--- config.mk ---
export PLATFORM = sky130hd
export DESIGN_NAME = cpu_clk_tree
export DESIGN_NICKNAME = d
export VERILOG_FILES = /design/src/rtl/cct_pkg.sv /design/src/rtl/cct_regs.sv /design/src/rtl/cct_src_sel.sv /design/src/rtl/cct_divider.sv /design/src/rtl/cpu_clk_tree.sv
export SDC_FILE = /design/constraint.sdc
export NUM_CORES = 1
export LEC_CHECK = 0
export ABC_AREA = 1
export ABC_CLOCK_PERIOD_IN_PS = 2900
export BUFFER_PORTS_ARGS = -buffer_cell sky130_fd_sc_hd__buf_2
export CORE_ASPECT_RATIO = 0.8
export CORE_MARGIN = 5
export CORE_UTILIZATION = 30
export CTS_CLUSTER_DIAMETER = 30
export DETAILED_ROUTE_END_ITERATION = 10
export MAX_ROUTING_LAYER = met4
export SLEW_MARGIN = 10
export SYNTH_ARGS = -nofsm -noshare
export SYNTH_HDL_FRONTEND = slang
export SYNTH_SLANG_ARGS = --single-unit
export TNS_END_PERCENT = 100
--- constraint.sdc ---
create_clock -name clk -period 2.9 [get_ports clk]
set_clock_uncertainty 0.15 [all_clocks]
set_input_delay 0.725 -clock clk [delete_from_list [all_inputs] [get_ports clk]]
set_output_delay 0.725 -clock clk [all_outputs]
set_load 0.1 [all_outputs]
--- src/rtl/cct_pkg.sv ---
// Package: field positions of the two control words of the CPU clock tree.
// Assumes the N field and every flag lie inside a 32-bit data word.
package cct_pkg;
    localparam int SRC_BIT = 0;   // divider source: 1 = PLL, 0 = crystal
    localparam int SEL_LSB = 2;   // 2-bit ratio code
    localparam int OUT_BIT = 7;   // output: 1 = divider, 0 = crystal
    localparam int N_LSB   = 20;  // factor N in the factor word
endpackage

--- src/rtl/cct_regs.sv ---
// Module: control word storage with a write port and a combinational read port.
// Assumes a single writer. Undefined bits and offsets read zero.
module cct_regs #(
    parameter int ADDR_W = 8,
    parameter int DATA_W = 32,
    parameter int N_W    = 9,
    parameter logic [ADDR_W-1:0] OFF_N   = 'h00,
    parameter logic [ADDR_W-1:0] OFF_CTL = 'h40
) (
    input  logic              clk,
    input  logic              rst_n,
    input  logic              wr_en,
    input  logic [ADDR_W-1:0] addr,
    input  logic [DATA_W-1:0] wdata,
    output logic [DATA_W-1:0] rdata,
    output logic              src_sel,
    output logic              out_sel,
    output logic [1:0]        div_sel,
    output logic [N_W-1:0]    n_val
);
    import cct_pkg::*;

    // Purpose: store the fields on a matching write, clear them on reset.
    always_ff @(posedge clk) begin
        if (!rst_n) begin
            src_sel <= 1'b0;
            out_sel <= 1'b0;
            div_sel <= 2'd0;
            n_val   <= '0;
        end else if (wr_en) begin
            if (addr == OFF_N) begin
                n_val <= wdata[N_LSB +: N_W];
            end else if (addr == OFF_CTL) begin
                src_sel <= wdata[SRC_BIT];
                out_sel <= wdata[OUT_BIT];
                div_sel <= wdata[SEL_LSB +: 2];
            end
        end
    end

    // Purpose: place the stored fields back at their bit positions for reads.
    always_comb begin
        rdata = '0;
        if (addr == OFF_N) begin
            rdata[N_LSB +: N_W] = n_val;
        end else if (addr == OFF_CTL) begin
            rdata[SRC_BIT]      = src_sel;
            rdata[OUT_BIT]      = out_sel;
            rdata[SEL_LSB +: 2] = div_sel;
        end
    end
endmodule

--- src/rtl/cct_src_sel.sv ---
// Module: samples both source waveforms and picks the one feeding the divider.
// Assumes each source stays at a level for at least one fabric clock.
module cct_src_sel (
    input  logic clk,
    input  logic rst_n,
    input  logic xtal_in,
    input  logic pll_in,
    input  logic src_sel,
    output logic xtal_q,
    output logic src_q,
    output logic src_rise
);
    logic pll_q;

    // Purpose: hold the previous sampled level of each source.
    always_ff @(posedge clk) begin
        if (!rst_n) begin
            xtal_q <= 1'b0;
            pll_q  <= 1'b0;
        end else begin
            xtal_q <= xtal_in;
            pll_q  <= pll_in;
        end
    end

    // Purpose: select the source level and flag its rising edge.
    always_comb begin
        src_q    = src_sel ? pll_q : xtal_q;
        src_rise = src_sel ? (pll_in & ~pll_q) : (xtal_in & ~xtal_q);
    end
endmodule

--- src/rtl/cct_divider.sv ---
// Module: divides a stream of source rising edges by a ratio taken at period ends.
// Assumes ratio 0 means idle. Ratio 1 passes the sampled source level through.
module cct_divider #(
    parameter int RW = 10
) (
    input  logic          clk,
    input  logic          rst_n,
    input  logic          src_rise,
    input  logic          src_q,
    input  logic [RW-1:0] req_ratio,
    output logic [RW-1:0] act_ratio,
    output logic          div_out
);
    logic [RW-1:0] cnt;
    logic [RW-1:0] cnt_nx;
    logic [RW-1:0] high_len;
    logic          period_end;
    logic          lvl;

    // Purpose: work out the period end and the high-phase length of the active ratio.
    always_comb begin
        cnt_nx     = cnt + RW'(1);
        high_len   = (act_ratio == RW'(3)) ? RW'(1) : (act_ratio >> 1);
        period_end = (act_ratio == '0) || (cnt_nx == act_ratio);
    end

    // Purpose: count source edges, load a new ratio at each period end, set the level.
    always_ff @(posedge clk) begin
        if (!rst_n) begin
            cnt       <= '0;
            act_ratio <= '0;
            lvl       <= 1'b0;
        end else if (src_rise) begin
            if (period_end) begin
                cnt       <= '0;
                act_ratio <= req_ratio;
                lvl       <= (req_ratio != '0);
            end else begin
                cnt <= cnt_nx;
                lvl <= (cnt_nx < high_len);
            end
        end
    end

    // Purpose: with ratio 1 follow the source itself, otherwise the counted level.
    always_comb begin
        div_out = (act_ratio == RW'(1)) ? src_q : lvl;
    end
endmodule

--- src/rtl/cpu_clk_tree.sv ---
// Module: top of the CPU clock tree: registers, source selector, divider, output selector.
// Assumes both sources are much slower than clk, and that cpu_clk is a level
// sampled in the clk domain, not a clock network.
module cpu_clk_tree #(
    parameter int ADDR_W = 8,
    parameter int DATA_W = 32,
    parameter int N_W    = 9,
    parameter logic [ADDR_W-1:0] OFF_N   = 'h00,
    parameter logic [ADDR_W-1:0] OFF_CTL = 'h40
) (
    input  logic              clk,
    input  logic              rst_n,
    input  logic              xtal_in,
    input  logic              pll_in,
    input  logic              wr_en,
    input  logic [ADDR_W-1:0] addr,
    input  logic [DATA_W-1:0] wdata,
    output logic [DATA_W-1:0] rdata,
    output logic              cpu_clk,
    output logic [N_W:0]      ratio_o
);
    localparam int RW = N_W + 1;

    logic           src_sel;
    logic           out_sel;
    logic [1:0]     div_sel;
    logic [N_W-1:0] n_val;
    logic           xtal_q;
    logic           src_q;
    logic           src_rise;
    logic [RW-1:0]  req_ratio;
    logic [RW-1:0]  act_ratio;
    logic           div_out;

    cct_regs #(
        .ADDR_W(ADDR_W), .DATA_W(DATA_W), .N_W(N_W),
        .OFF_N(OFF_N), .OFF_CTL(OFF_CTL)
    ) u_regs (
        .clk(clk), .rst_n(rst_n), .wr_en(wr_en), .addr(addr), .wdata(wdata),
        .rdata(rdata), .src_sel(src_sel), .out_sel(out_sel),
        .div_sel(div_sel), .n_val(n_val)
    );

    cct_src_sel u_src (
        .clk(clk), .rst_n(rst_n), .xtal_in(xtal_in), .pll_in(pll_in),
        .src_sel(src_sel), .xtal_q(xtal_q), .src_q(src_q), .src_rise(src_rise)
    );

    // Purpose: turn the ratio code and the factor into the requested ratio.
    always_comb begin
        req_ratio = (div_sel == 2'd3) ? {n_val, 1'b0} : (RW'(div_sel) + RW'(1));
    end

    cct_divider #(.RW(RW)) u_div (
        .clk(clk), .rst_n(rst_n), .src_rise(src_rise), .src_q(src_q),
        .req_ratio(req_ratio), .act_ratio(act_ratio), .div_out(div_out)
    );

    // Purpose: final selector between the divider and the crystal bypass.
    always_comb begin
        cpu_clk = out_sel ? div_out : xtal_q;
        ratio_o = req_ratio;
    end
endmodule

* After elaboration in Yosys (flattened, before gate mapping)
Index checks and enable logic that the tools add are counted.
** Word-level totals
- Bits in registers :: 36
- Word-level logic and storage cells :: 44
- Bits of input ports :: 45
** Operators by class
- $add $sub $neg :: 2
- Muxes and demuxes :: 15
- Equal/unequal tests :: 5
- Reductions and logical operators :: 7
- Magnitude comparators :: 1
- Bitwise operators :: 5
** Operators with widths (count)
- 10-bit 2-to-1 mux :: 2
- 9-bit 2-to-1 mux :: 2
- 10-bit by 1-bit adder with 10-bit output (second input constant) :: 1
- 10-bit by 1-bit == test with 1-bit output (second input constant) :: 1
- 10-bit == test :: 1
- 10-bit by 2-bit == test with 1-bit output (second input constant) :: 1
- 10-bit logical NOT :: 1
- 10-bit less-than comparator :: 1
- 10-bit nonzero test :: 1
- 1-bit 2-to-1 mux :: 9
- 8-bit by 7-bit == test with 1-bit output (second input constant) :: 1
- 8-bit logical NOT :: 1
- 2-bit 2-to-1 mux :: 2
- 2-bit AND reduction :: 2
- 2-bit by 1-bit adder with 3-bit output (second input constant) :: 1
- 1-bit NOT :: 3
- 3-bit AND reduction :: 1
- 1-bit AND :: 2
- 2-bit == test (second input constant) :: 1
- 1-bit logical OR :: 1

* Logic depth before layout (Yosys ltp)
- Depth after elaboration :: 4
- Gate-level depth with buffers :: 17

* Modules after synthesis
Synthesis repeated with hierarchy kept, for this count alone.
** Second synthesis, totals
- Cells, all modules :: 414
- Area total of the unflattened synthesis :: 2605.0 sq um
** Modules (own cells, without submodules)
- cct_divider :: times used 1, area an instance 1535.2 sq um, cells each 232
- cct_regs :: times used 1, area an instance 858.3 sq um, cells each 141
- cpu_clk_tree :: times used 1, area an instance 120.1 sq um, cells each 27
- cct_src_sel :: times used 1, area an instance 91.3 sq um, cells each 14

* Worst setup path after synthesis
OpenSTA, ideal clock, no wires.
- Path kind :: input to output
- From :: input addr[1]
- To :: output rdata[20]
- Setup slack :: -0.612 ns
- Stages on the path :: 3
- Arrival time :: 2.637 ns
- Path buffers :: 0
- Path through :: nor4_1 nand3b_1 nor2_1
** Between the ends
- Cells in the longest elaborated chain, start to end :: 2
** RTL lines
- start: declaration :: RTL line cpu_clk_tree.sv:16 : input logic [ADDR_W-1:0] addr,
- 8-bit logical NOT :: RTL line cct_regs.sv:44 : if (addr == OFF_N) begin
- 9-bit 2-to-1 mux :: RTL line cct_regs.sv:44
- end: declaration :: RTL line cpu_clk_tree.sv:18 : output logic [DATA_W-1:0] rdata,
Every way passes these cells.

* Worst setup path after layout
- From :: register u_div.act_ratio[4]
- To :: output cpu_clk
** Between the ends
- Cells in the longest elaborated chain, start to end :: 3
** RTL lines
- start: declaration :: RTL line cct_divider.sv:11 : output logic [RW-1:0] act_ratio,
- start signal: assignment :: RTL line cct_divider.sv:36 : act_ratio <= req_ratio;
- 10-bit by 1-bit == test with 1-bit output :: RTL line cct_divider.sv:47 : div_out = (act_ratio == RW'(1)) ? src_q : lvl;
- 1-bit 2-to-1 mux :: RTL line cct_divider.sv:47
- 1-bit 2-to-1 mux :: RTL line cpu_clk_tree.sv:61 : cpu_clk = out_sel ? div_out : xtal_q;
- end: declaration :: RTL line cpu_clk_tree.sv:19 : output logic cpu_clk,
Every way passes these cells.

==> key figures <==
Run status
  • Status: finished, final reports clean

Routing
  • Wire length on met3: 379 um
  • DR iter-0 viols: 111
  • DRC Markers: 0
  • Routed WL per cell: 11.3 um
  • DR vias: 2465
  • WL met2: between 2000 and 3000 um
  • Final wirelength: 6180 um
  • DRT Pass-1 Iters: 4
  • DR vias/cell: 4.49
  • WL met1: 3030 um
  • DR top layer: met4
  • Antenna-violating nets left: 0

Global route
  • First-pass GRT wire length: 10400 um
  • Total track usage: between 10% and 20%
  • Vias in the first global route: approximately 2.3k
  • Largest net degree at the start of global routing: 23
  • Gr ovfl total: 0
  • Initial antenna violation count: 0

Critical path
  • CP max stage cell: nor4_1
  • CP Cell Sequence: inv_1, nand4_1, nor4_1, a31oi_1, o22ai_2, buf_12
  • FF-to-FF path depth: 14
  • Worst Setup Path Type: reg2out
  • Critical Path Max Stage Delay: 0.41 ns
  • R2r endpoint: u_div.lvl
  • R2R Path Start: u_div.cnt[2]
  • Crit path max fanout: 3
  • Worst path arrival time: 1.86 ns
  • Crit end category: output pin
  • Crit path required time: between 2 and 2.5 ns
  • R2R setup slack: 0.47 ns
  • Worst setup SP type: flip-flop

Logic synthesis
  • Post-Syn Area: around 0.0024 mm^2
  • Synth area leaders: dfxtp_1 30%, nand2_1 13%, inv_1 8.7%
  • Synth top area share: between 20% and 30%
  • Cells after synthesis: 390
  • Flops & latches, synth: 36
  • Count leader, synth: nand2_1
  • Synth area leader: dfxtp_1
  • Post-synth top cells: 86 x nand2_1, 56 x inv_1, 43 x nor2_1, 36 x dfxtp_1, 36 x nand3_1
  • Post-synthesis sequential area ratio: 29.7%
  • Ys Warns: 0
  • Share of async-settable or async-resettable flops after synthesis: 0%
  • Main synth FF type: dfxtp_1
  • Avg Inst Size Synth: 6.21 um^2
  • Netlist cell types: 26
  • EDFF count, synth: 0

Clocking
  • Cts repair resizes: 0
  • H-Tree Level Count: 2
  • Sink Count: 36
  • Post-CTS Repair Setup Buffers: 0
  • CTS tree: yes
  • # hold bufs at CTS: 0
  • Clock buffer count from CTS: 5
  • Max Buffers Root-to-Sink: 2
  • Register clock-pin slew on the reported worst setup and hold paths: 0.08 ns
  • Worst-Skew Late Latency: 0.29 ns
  • Root buffer cell: clkbuf_8

STA
  • Final Hold Vio Count: 0
  • RSZ-0062 raised after global routing: no
  • Slew HR: 65.0%
  • Final worst setup slack: ~0.17 ns
  • Period minus WS final: between 2 and 3 ns
  • Max Freq: 366 MHz
  • Final Slew Violations: 0
  • Setup violations, final: 0
  • Worst slew pin tran: 0.521 ns
  • Crit share post-route: a little over nine tenths
  • Setup TNS: 0 ns
  • Final hold slack: around 0.33 ns

Run
  • # Max-Cap Violations: 0

Place
  • Dpl ws: 0.266 ns
  • Global placement routability congestion: 0.880
  • Port Buffer Count: 49
  • DP HPWL: 4850 um

Power
  • LEAKAGE: 0.00143 uW
  • Peak supply drop: 0.328 mV
  • PwrDens: around 580 mW/mm^2

Floorplanning
  • Die height: 90.4 um
  • Initial Util: a little under a third
  • Row count: 29
  • Die area: 0.00999 mm^2
  • Core area: 0.00791 mm^2
  • DIE WIDTH: 110 um
  • IO Pins: between 80 and 90

Cells and area
  • Final design utilization: 39.5%
  • # diodes: 0
  • NumNets Final: 495
  • Reg area: around 720 um^2
  • Filler instances: 850
  • Layout area overhead: 29.1%
  • Multi-input logic area: 0.00144 mm^2
  • Layout cells sized above 1: 19.5%

Min path
  • Hold Path Sink: u_div.cnt[9]
  • Hold Crit Class: reg2reg
  • Hold_sp: u_div.cnt[9]
  • Hold Path Depth: 2
[per-layer routing]
| layer | GRT usage, % | vias to the layer above |
|---|---|---|
| met5 | - | - |
| met4 | 3.69 | 0 |
| met3 | 2.55 | 4 |
| met2 | 19.8 | 59 |
| met1 | 16.5 | 1084 |
| li1 | - | 1318 |
[critical path, delay by kind of cell (launching register included)]
kind | cells | cell delay, ns
buffers and inverters | 2 | 0.32
AND/OR/NAND/NOR | 2 | 0.51
AO/OA/AOI/OAI | 2 | 0.37
flip-flops | 1 | 0.35
[worst max path at each step]
stage / startpoint / to / slack [ns] / depth (start not counted)
floorplan: addr[1] / rdata[20] / -0.28 / 3
detailed placement: addr[1] / rdata[22] / 0.27 / 6
finish: u_div.act_ratio[4] / cpu_clk / 0.17 / 6
CTS: u_div.act_ratio[4] / cpu_clk / 0.12 / 6
global placement: addr[1] / rdata[28] / 0.25 / 6
global route: u_div.act_ratio[4] / cpu_clk / 0.03 / 6
[layout by cell type (no fill, tap or decap), drive strengths merged, types with 2 or more instances in the layout]
cell     n
a21oi   34
buf     56
clkbuf   5
clkinv   3
conb    19
dfxtp   36
ha      10
inv     56
nand2   88
nand3   36
nand3b   2
nand4   15
nor2    46
nor3     7
nor4     3
o21ai   19
[through the flow]
stage,power [uW],instance area (um^2),cells
3_5_place_dp,1390,3020,541
2_1_floorplan,1240,2570,408
3_3_place_gp,1370,3020,541
6_report,1820,3130,549
4_1_cts,1840,3130,549
5_1_grt,1960,3130,549
[registers in the layout (all words and copies together), names as in the netlist]
register and count:
u_div.cnt 10, u_div.lvl 1, u_src.xtal_q 1, u_regs.src_sel 1
u_regs.out_sel 1, u_regs.div_sel 2, u_src.pll_q 1, u_div.act_ratio 10
u_regs.n_val 9
[where the power goes]
part | leakage [uW] | internal, uW | switching [uW]
combinational | 0.00108 | 247 | 524
clock | 0.0000541 | 254 | 196
sequential | 0.000292 | 545 | 53.7
total | 0.00143 | 1050 | 774
[kinds of logic after synthesis]
family	Yosys count	synth area share, %
simple gates	198	36.1
other cells	1	0.155
fa+ha+maj	10	5.16
buf+inv	89	17.1
compound gates	56	11.8
flops	36	29.7
[layout make-up]
class                           instances  area share [%]
Multi-Input combinational cell        283            45.9
Timing Repair Buffer                   56            16.2
Tap cell                              108            4.32
Clock buffer                            5            2.20
Inverter                               58            6.96
Clock inverter                          3            1.36
Sequential cell                        36            23.0
Note: power is estimated with default switching activity, not from simulation.
